--- config.mk ---
export PLATFORM = sky130hd
export DESIGN_NAME = lrpwm
export DESIGN_NICKNAME = d
export VERILOG_FILES = /design/src/rtl/lrpwm_pkg.sv /design/src/rtl/lrpwm_regs.sv /design/src/rtl/lrpwm_period.sv /design/src/rtl/lrpwm_duty.sv /design/src/rtl/lrpwm.sv
export SDC_FILE = /design/constraint.sdc
export NUM_CORES = 1
export LEC_CHECK = 0
export BUFFER_PORTS_ARGS = -buffer_cell sky130_fd_sc_hd__clkbuf_2
export CAP_MARGIN = 15
export CORE_MARGIN = 1.5
export CORE_UTILIZATION = 40
export DETAILED_ROUTE_END_ITERATION = 10
export GPL_TIMING_DRIVEN = 0
export SLEW_MARGIN = 20
export SYNTH_ARGS = -nofsm -noshare
export SYNTH_HDL_FRONTEND = slang
export SYNTH_SLANG_ARGS = --single-unit
--- constraint.sdc ---
create_clock -name clk -period 3.6 [get_ports clk]
set_input_delay 0.36 -clock clk [delete_from_list [all_inputs] [get_ports clk]]
set_output_delay 0.36 -clock clk [all_outputs]
set_load 0.05 [all_outputs]
--- src/rtl/lrpwm_pkg.sv ---
package lrpwm_pkg;
  localparam int unsigned ADDR_W  = 2;
  localparam int unsigned CLR_EOD = 0;
  localparam int unsigned CLR_EOP = 1;
  localparam logic        RST_POL = 1'b1;

  typedef enum logic [ADDR_W-1:0] {
    SEL_CTL  = 2'd0,
    SEL_DUTY = 2'd1,
    SEL_PER  = 2'd2,
    SEL_CLR  = 2'd3
  } reg_sel_e;

  typedef struct packed {
    logic mode;  // 1: add reload, 0: overwrite reload
    logic pol;   // active level
    logic en;    // channel enable
  } ctl_t;
endpackage

--- src/rtl/lrpwm_regs.sv ---
module lrpwm_regs
  import lrpwm_pkg::*;
#(
  parameter int unsigned CW = 16
) (
  input  logic              clk,
  input  logic              rst,
  input  logic              wr_en,
  input  logic [ADDR_W-1:0] wr_addr,
  input  logic [CW-1:0]     wr_data,
  input  logic              eod_set,
  input  logic              eop_set,
  output ctl_t              ctl_buf,
  output logic [CW-1:0]     duty_buf,
  output logic [CW-1:0]     per_buf,
  output logic              eod_irq,
  output logic              eop_irq
);
  logic clr_eod, clr_eop;

  assign clr_eod = wr_en && (reg_sel_e'(wr_addr) == SEL_CLR) && wr_data[CLR_EOD];
  assign clr_eop = wr_en && (reg_sel_e'(wr_addr) == SEL_CLR) && wr_data[CLR_EOP];

  always_ff @(posedge clk) begin
    if (rst) begin
      ctl_buf  <= '{mode: 1'b0, pol: RST_POL, en: 1'b0};
      duty_buf <= '0;
      per_buf  <= '0;
    end else if (wr_en) begin
      case (reg_sel_e'(wr_addr))
        SEL_CTL:  ctl_buf  <= ctl_t'(wr_data[$bits(ctl_t)-1:0]);
        SEL_DUTY: duty_buf <= wr_data;
        SEL_PER:  per_buf  <= wr_data;
        default:  ;
      endcase
    end
  end

  // set takes priority over a same-cycle clear
  always_ff @(posedge clk) begin
    if (rst) begin
      eod_irq <= 1'b0;
      eop_irq <= 1'b0;
    end else begin
      eod_irq <= eod_set | (eod_irq & ~clr_eod);
      eop_irq <= eop_set | (eop_irq & ~clr_eop);
    end
  end
endmodule

--- src/rtl/lrpwm_period.sv ---
module lrpwm_period #(
  parameter int unsigned CW = 16
) (
  input  logic          clk,
  input  logic          rst,
  input  logic          tick,
  input  logic [CW-1:0] per_buf,
  output logic [CW-1:0] per_cnt,
  output logic          reload
);
  assign reload = tick && (per_cnt == '0);

  always_ff @(posedge clk) begin
    if (rst)         per_cnt <= '0;
    else if (reload) per_cnt <= per_buf;
    else if (tick)   per_cnt <= per_cnt - CW'(1);
  end
endmodule

--- src/rtl/lrpwm_duty.sv ---
module lrpwm_duty #(
  parameter int unsigned CW = 16
) (
  input  logic          clk,
  input  logic          rst,
  input  logic          tick,
  input  logic          reload,
  input  logic          add_mode,
  input  logic [CW-1:0] duty_buf,
  output logic [CW-1:0] duty_cnt,
  output logic          asrt,
  output logic          asrt_d,
  output logic          eod_set
);
  logic [CW-1:0] stepped, load_val, duty_d;

  // three-way action chosen by the current count
  always_comb begin
    stepped = duty_cnt;
    asrt_d  = asrt;
    eod_set = 1'b0;
    if (tick) begin
      if (duty_cnt > CW'(1)) begin
        stepped = duty_cnt - CW'(1);
        asrt_d  = 1'b1;
      end else if (duty_cnt == CW'(1)) begin
        stepped = '0;
        asrt_d  = 1'b0;
        eod_set = 1'b1;
      end
    end
  end

  // reload value: plain overwrite, or add onto the residual left by this tick
  always_comb begin
    if (!add_mode)              load_val = duty_buf;
    else if (duty_buf == '0)    load_val = stepped;
    else if (stepped != '0)     load_val = stepped + duty_buf - CW'(1);
    else                        load_val = duty_buf;
    duty_d = reload ? load_val : stepped;
  end

  always_ff @(posedge clk) begin
    if (rst) begin
      duty_cnt <= '0;
      asrt     <= 1'b0;
    end else begin
      duty_cnt <= duty_d;
      asrt     <= asrt_d;
    end
  end
endmodule

--- src/rtl/lrpwm.sv ---
module lrpwm
  import lrpwm_pkg::*;
#(
  parameter int unsigned CW = 16
) (
  input  logic              clk,
  input  logic              rst,
  input  logic              lr_tick,
  input  logic              wr_en,
  input  logic [ADDR_W-1:0] wr_addr,
  input  logic [CW-1:0]     wr_data,
  output logic              pwm_out,
  output logic              eod_irq,
  output logic              eop_irq
);
  ctl_t          ctl_buf;
  logic [CW-1:0] duty_buf, per_buf, duty_cnt, per_cnt;
  logic          reload, asrt, asrt_d, eod_set;
  logic          act_en, act_pol, en_d, pol_d;

  lrpwm_regs #(.CW(CW)) regs_i (
    .clk(clk), .rst(rst), .wr_en(wr_en), .wr_addr(wr_addr), .wr_data(wr_data),
    .eod_set(eod_set), .eop_set(reload), .ctl_buf(ctl_buf), .duty_buf(duty_buf),
    .per_buf(per_buf), .eod_irq(eod_irq), .eop_irq(eop_irq)
  );

  lrpwm_period #(.CW(CW)) per_i (
    .clk(clk), .rst(rst), .tick(lr_tick), .per_buf(per_buf),
    .per_cnt(per_cnt), .reload(reload)
  );

  lrpwm_duty #(.CW(CW)) duty_i (
    .clk(clk), .rst(rst), .tick(lr_tick), .reload(reload), .add_mode(ctl_buf.mode),
    .duty_buf(duty_buf), .duty_cnt(duty_cnt), .asrt(asrt), .asrt_d(asrt_d),
    .eod_set(eod_set)
  );

  // control fields follow the buffer only on an overwrite-style reload
  always_comb begin
    en_d  = act_en;
    pol_d = act_pol;
    if (reload && !ctl_buf.mode) begin
      en_d  = ctl_buf.en;
      pol_d = ctl_buf.pol;
    end
  end

  always_ff @(posedge clk) begin
    if (rst) begin
      act_en  <= 1'b0;
      act_pol <= RST_POL;
      pwm_out <= ~RST_POL;
    end else begin
      act_en  <= en_d;
      act_pol <= pol_d;
      pwm_out <= (en_d && asrt_d) ? pol_d : ~pol_d;
    end
  end
endmodule

## After elaboration in Yosys (flattened, before gate mapping)

Index checks and enable logic that the tools add are counted.

| storage, ports and cells | value |
|---|---|
| bits in registers | 73 |
| bits of input ports | 22 |
| output and inout bits | 3 |
| logic and storage cells | 62 |

| cells by class | value |
|---|---|
| add/sub/neg operators | 4 |
| $lt $le $gt $ge | 1 |
| equality and inequality tests | 4 |
| mux-type cells | 18 |
| bitwise operators | 7 |
| reduce and logical (&&, ||, !) cells | 15 |

Operator list:

| kind | number |
|---|---|
| 16-bit 2-to-1 mux | 9 |
| 16-bit by 1-bit subtractor with 16-bit output (second input constant) | 3 |
| 16-bit logical NOT | 2 |
| 16-bit adder | 1 |
| 16-bit by 1-bit equality test with 1-bit output (second input constant) | 1 |
| 16-bit by 1-bit > comparator with 1-bit output (second input constant) | 1 |
| 16-bit nonzero test | 1 |
| 1-bit 2-to-1 mux | 9 |
| 1-bit logical AND | 6 |
| 2-bit AND reduction | 3 |
| 2-bit equality test (second input constant) | 2 |
| 1-bit NOT | 3 |
| 1-bit AND | 2 |
| 2-bit by 1-bit equality test with 1-bit output (second input constant) | 1 |
| 2-bit logical NOT | 1 |
| 1-bit OR | 2 |
| 2-bit nonzero test | 1 |
| 1-bit logical NOT | 1 |

## Depth between registers and ports, before layout

| depth | value |
|---|---|
| depth after elaboration | 10 |
| depth in mapped cells | 21 |
| gate-level depth less buffers | 21 |

## Cells and area by module

Synthesis repeated with hierarchy kept, for this count alone.

| unflattened totals | value |
|---|---|
| cell total of the unflattened synthesis | 633 |
| area total of the unflattened synthesis | 5182.5 µm² |

By module, submodules not included:

| module | instances | cells an instance | area each (µm²) | sequential area each (µm²) |
|---|---|---|---|---|
| lrpwm_duty | 1 | 350 | 2491.1 | 340.3 |
| lrpwm_regs | 1 | 146 | 1546.5 | 740.7 |
| lrpwm_period | 1 | 125 | 1007.2 | 320.3 |
| lrpwm | 1 | 12 | 137.6 | 60.1 |

## Least setup slack after synthesis

Ideal clock, no wire load.

| path | value |
|---|---|
| kind | flip-flop to flip-flop |
| start | register duty_i.duty_cnt[0] |
| end | register duty_i.duty_cnt[15] |
| arrival | 3.756 ns |
| data required time | 3.526 ns |
| setup slack | -0.230 ns |
| stages on the path, launching flop included | 21 |
| cells stage by stage | dfxtp_1 > inv_1 > ha_1 > nor4b_2 > nand4_1 > nand4_1 > xor2_1 > nor2_1 > inv_1 > ha_1 > inv_1 > ha_1 > nor2b_1 > o31a_1 > o211ai_1 > nand3_1 > a41oi_1 > xnor2_1 > nand2b_1 > or3b_1 > a31oi_1 |

| between the ends | value |
|---|---|
| cells in the longest elaborated chain, start to end | 10 |
| elaborated cells on any way between the ends | 13 |

RTL lines:

| what | RTL line | source |
|---|---|---|
| start, declared | lrpwm_duty.sv:10 | `output logic [CW-1:0] duty_cnt,` |
| start signal, assigned | lrpwm_duty.sv:48 | `duty_cnt <= duty_d;` |
| branches (longest 3 deep; another with 16-bit by 1-bit subtractor with 16-bit output) | n/a |  |
| 16-bit 2-to-1 mux * | lrpwm_duty.sv:22 | `if (tick) begin` |
| 16-bit adder | lrpwm_duty.sv:38 | `else if (stepped != '0) load_val = stepped + duty_buf - CW'(1);` |
| 16-bit by 1-bit subtractor with 16-bit output | lrpwm_duty.sv:38 |  |
| 16-bit 2-to-1 mux | lrpwm_duty.sv:38 |  |
| 16-bit 2-to-1 mux | lrpwm_duty.sv:37 | `else if (duty_buf == '0) load_val = stepped;` |
| 16-bit 2-to-1 mux | lrpwm_duty.sv:36 | `if (!add_mode) load_val = duty_buf;` |
| 16-bit 2-to-1 mux * | lrpwm_duty.sv:40 | `duty_d = reload ? load_val : stepped;` |

Mark *: on every way between the ends.
A chain may end at the register's enable or synchronous reset.

## Final worst setup path

| path | value |
|---|---|
| start | register duty_i.duty_cnt[1] |
| end | register duty_i.duty_cnt[15] |

The elaborated chain is that of the path after synthesis.

==> flow_metrics.env <==
export IMPL_num_fill_cells=1096
export IMPL_yosysWarnings=0
export IMPL_core_region_area_um2=11470
export IMPL_worstMarginPinSlew_ps=763.3
export IMPL_synth_top_cell_area_share=0.3081
export IMPL_max_freq_mhz=246.2
export IMPL_n_antenna_cell=0
export IMPL_tritoncts="built"
export IMPL_cts_max_path_buffers=2
export IMPL_required_ps=3850
export IMPL_cts_root_buf="sky130_fd_sc_hd__clkbuf_16"
export IMPL_ys_dominant_reg_cell="sky130_fd_sc_hd__dfxtp_1"
export IMPL_report_final_hold_viol_count=0
export IMPL_top_level_ports=25
export IMPL_drive_above_1_share=0.2252
export IMPL_postCtsHoldBufs=0
export IMPL_fin_skew_ps=11.80
export IMPL_critical_path_top_delay_family="simple AND/OR/NAND/NOR gates"
export IMPL_hpwlAfterDp_mm=10.83
export IMPL_drt_pass1_iterations=5
export IMPL_viasPerCell=5.726
export IMPL_numClockSinks=73
export IMPL_cell_chain_critical_path="inv_4 > ha_4 > nor4b_4 > nand4_1 > nand4_1 > xor2_2 > nor2_2 > inv_1 > ha_1 > inv_2 > ha_4 > nor2b_4 > o31a_1 > o211ai_1 > nand3_1 > a41oi_2 > xnor2_1 > nand2b_1 > or3b_1 > a31oi_1"
export IMPL_layout_area_overhead_vs_synth_pct=26.88
export IMPL_final_net_count=764
export IMPL_worst_path_buf_inv=3
export IMPL_ys_seq_area_frac=0.3081
export IMPL_layout_min_cycle_time_ps=4061
export IMPL_cts_buf_count=9
export IMPL_grt_pass1_vias=4609
export IMPL_synthDominantAreaCellType="sky130_fd_sc_hd__dfxtp_1"
export IMPL_place_congestion=0.8978
export IMPL_placement_rows=39
export IMPL_insertion_delay_ps=340
export IMPL_setup_viol=9
export IMPL_die_y_um=111.9
export IMPL_synth_cell_types=59
export IMPL_synthTopCellsByCount="sky130_fd_sc_hd__nand2_1, sky130_fd_sc_hd__dfxtp_1, sky130_fd_sc_hd__a21oi_1"
export IMPL_criticalPathCategory="reg -> reg"
export IMPL_synthesis_nets=694
export IMPL_run_status="finished with violations"
export IMPL_failed_checks="negative setup slack"
export IMPL_number_of_placed_instances_with_taps_included=806
export IMPL_mean_cell_area_of_the_mapped_netlist_um2=7.411
export IMPL_final_cell_count_no_fill=858
export IMPL_routedWlPerCell_um=17.56
export IMPL_maxCapViolCount=0
export IMPL_synth_area_top_cells="sky130_fd_sc_hd__dfxtp_1, sky130_fd_sc_hd__nand2_1, sky130_fd_sc_hd__ha_1"
export IMPL_htree_levels=3
export IMPL_initial_utilization=0.4136
export IMPL_global_route_overflow=0
export IMPL_tightest_hold_check_type="in -> reg"
export IMPL_rsz_0062_raised_after_global_routing="true"
export IMPL_multi_input_logic_area_um2=3301
export IMPL_dieArea_um2=12520
export IMPL_maximum_number_of_pins_on_one_net_before_global_route_repair=15
export IMPL_critical_path_endpoint_type="register"
export IMPL_fin_tns_setup_ps=-2205
export IMPL_drt_antenna_violating_nets=0
export IMPL_drc_errors=0
export IMPL_cts_clk_pin_slew_worst_paths_ps=70
export IMPL_critical_path_arrival_ps=4310
export IMPL_synthesis_instances=640
export IMPL_final_max_slew_violation_count=0
export IMPL_grtUsageTotal=0.2376
export IMPL_wl_mm=15.07
export IMPL_post_synth_instance_area_um2=4743
export IMPL_port_buffers=23
export IMPL_synthMostInstantiatedCell="sky130_fd_sc_hd__nand2_1"
export IMPL_critPathMaxFanout=5
export IMPL_register_area_um2=1485
export IMPL_max_slew_margin=0.4911
export IMPL_synth_edff_count=0
export IMPL_die_x_um=111.9
export IMPL_worst_setup_path_start_kind="register"
export IMPL_first_pass_grt_wire_length_mm=23.58
export IMPL_grt_antenna_before_repair=0
export IMPL_dr_total_vias=4913
export IMPL_max_stage_delay_ps=370
export IMPL_asyncSetResetFlopFracSynth=0
export IMPL_number_of_storage_elements_in_the_synthesis_netlist=73
export IMPL_worst_slack_ps=-461.4
export IMPL_dr_first_iter_drc_count=426
export IMPL_cpMaxStageDelayCell="sky130_fd_sc_hd__dfxtp_4"
export IMPL_final_min_period_over_clock_period=1.128
-- area by class of cell --
type,instances,area share
clock inverters,6,0.01206
flip-flops and latches,73,0.2468
clock buffers,10,0.03971
repair buffers,60,0.06715
multi-input cells,480,0.5484
well taps,143,0.02973
plain buffers,26,0.01830
inverters,60,0.03784
-- registers in the layout, indices dropped and copies added, names as in the netlist --
| register | cells |
|---|---|
| duty_i.duty_cnt | 16 |
| per_i.per_cnt | 16 |
| regs_i.duty_buf | 16 |
| regs_i.per_buf | 16 |
| regs_i.ctl_buf | 3 |
| act_en | 1 |
| act_pol | 1 |
| duty_i.asrt | 1 |
| pwm_out | 1 |
| regs_i.eod_irq | 1 |
| regs_i.eop_irq | 1 |
-- worst paths after layout --
path / start / to / slack, ps / cells past startpoint
worst max register to register: duty_i.duty_cnt[1]$_SDFF_PP0_ / duty_i.duty_cnt[15]$_SDFF_PP0_ / -460 / 20
worst min register to register: regs_i.per_buf[2]$_SDFFE_PP0P_ / regs_i.per_buf[2]$_SDFFE_PP0P_ / 450 / 2
worst max-delay path: duty_i.duty_cnt[1]$_SDFF_PP0_ / duty_i.duty_cnt[15]$_SDFF_PP0_ / -460 / 20
worst min-delay path: wr_data[10] / regs_i.per_buf[10]$_SDFFE_PP0P_ / 270 / 3
-- routing by layer --
layer | global-route usage | vias to the layer above | routed length (um) | part of all wire
li1 | - | 2379 | - | -
met1 | 0.3139 | 2304 | 6515 | 0.43
met2 | 0.3850 | 197 | 6995 | 0.46
met3 | 0.04464 | 33 | 1123 | 0.075
met4 | 0.09030 | 0 | 431 | 0.029
met5 | 0 | - | 0 | 0
-- cell families after synthesis --
| logic type | share of synthesized area |
|---|---|
| xor gates and xnor gates | 0.03878 |
| buffers and inverters | 0.07069 |
| muxes | 0.03455 |
| and+or+nand+nor | 0.2551 |
| AOI/OAI and AO/OA | 0.2068 |
| adders and majority gates | 0.08599 |
| DFF | 0.3081 |
-- cell usage in the layout (no fill, tap or decap), types with 4 or more instances in the layout --
cell and n:
sky130_fd_sc_hd__a211oi_1 9, sky130_fd_sc_hd__a21o_1 4, sky130_fd_sc_hd__a21oi_1 61, sky130_fd_sc_hd__a21oi_2 8, sky130_fd_sc_hd__a222oi_1 5, sky130_fd_sc_hd__buf_4 35, sky130_fd_sc_hd__buf_6 4, sky130_fd_sc_hd__clkbuf_1 23
sky130_fd_sc_hd__clkbuf_16 9, sky130_fd_sc_hd__clkbuf_2 24, sky130_fd_sc_hd__dfxtp_1 62, sky130_fd_sc_hd__dfxtp_2 7, sky130_fd_sc_hd__dfxtp_4 4, sky130_fd_sc_hd__ha_1 25, sky130_fd_sc_hd__ha_4 5, sky130_fd_sc_hd__inv_1 54
sky130_fd_sc_hd__inv_2 4, sky130_fd_sc_hd__mux2i_1 13, sky130_fd_sc_hd__nand2_1 108, sky130_fd_sc_hd__nand2b_1 7, sky130_fd_sc_hd__nand3_1 9, sky130_fd_sc_hd__nand4_1 11, sky130_fd_sc_hd__nor2_1 47, sky130_fd_sc_hd__nor2_2 4
sky130_fd_sc_hd__nor3_1 12, sky130_fd_sc_hd__nor4_1 10, sky130_fd_sc_hd__o21a_1 5, sky130_fd_sc_hd__o21ai_0 22, sky130_fd_sc_hd__o21ai_1 5, sky130_fd_sc_hd__o22ai_1 4, sky130_fd_sc_hd__or2_2 4, sky130_fd_sc_hd__or3_1 5
sky130_fd_sc_hd__xnor2_1 12, sky130_fd_sc_hd__xor2_1 4
-- stage by stage --
stage / setup slack, ps / utilization / hold slack [ps] / area (um^2)
floorplan: 13.76 / - / 433.2 / 4812
global placement: -796.2 / 0.4453 / 441.9 / 5106
detailed placement: -767.3 / 0.4453 / 447.1 / 5106
CTS: -381.1 / 0.5007 / 256.2 / 5742
global route: -748.3 / 0.5248 / 269.1 / 6018
finish: -461.4 / 0.5248 / 265.1 / 6018
-- repair_timing --
item                                    in CTS  in global routing
buffers inserted                            20                 17
pin swaps                                   31                 39
gates resized for setup                     51                 38
endpoints found under the setup margin      10                 13
-- worst register-to-register path, cell delays in order, from the launching register on --
cell,delay [ps]
sky130_fd_sc_hd__dfxtp_4,370
sky130_fd_sc_hd__inv_4,70
sky130_fd_sc_hd__ha_4,140
sky130_fd_sc_hd__nor4b_4,220
sky130_fd_sc_hd__nand4_1,220
sky130_fd_sc_hd__nand4_1,210
sky130_fd_sc_hd__xor2_2,110
sky130_fd_sc_hd__nor2_2,200
sky130_fd_sc_hd__inv_1,70
sky130_fd_sc_hd__ha_1,300
sky130_fd_sc_hd__inv_2,70
sky130_fd_sc_hd__ha_4,190
sky130_fd_sc_hd__nor2b_4,120
sky130_fd_sc_hd__o31a_1,260
sky130_fd_sc_hd__o211ai_1,270
sky130_fd_sc_hd__nand3_1,170
sky130_fd_sc_hd__a41oi_2,210
sky130_fd_sc_hd__xnor2_1,150
sky130_fd_sc_hd__nand2b_1,90
sky130_fd_sc_hd__or3b_1,360
sky130_fd_sc_hd__a31oi_1,160
Power is left out: the tool's default activity adds up to more than one toggle a clock period on the data nets, which glitch-free logic cannot reach.
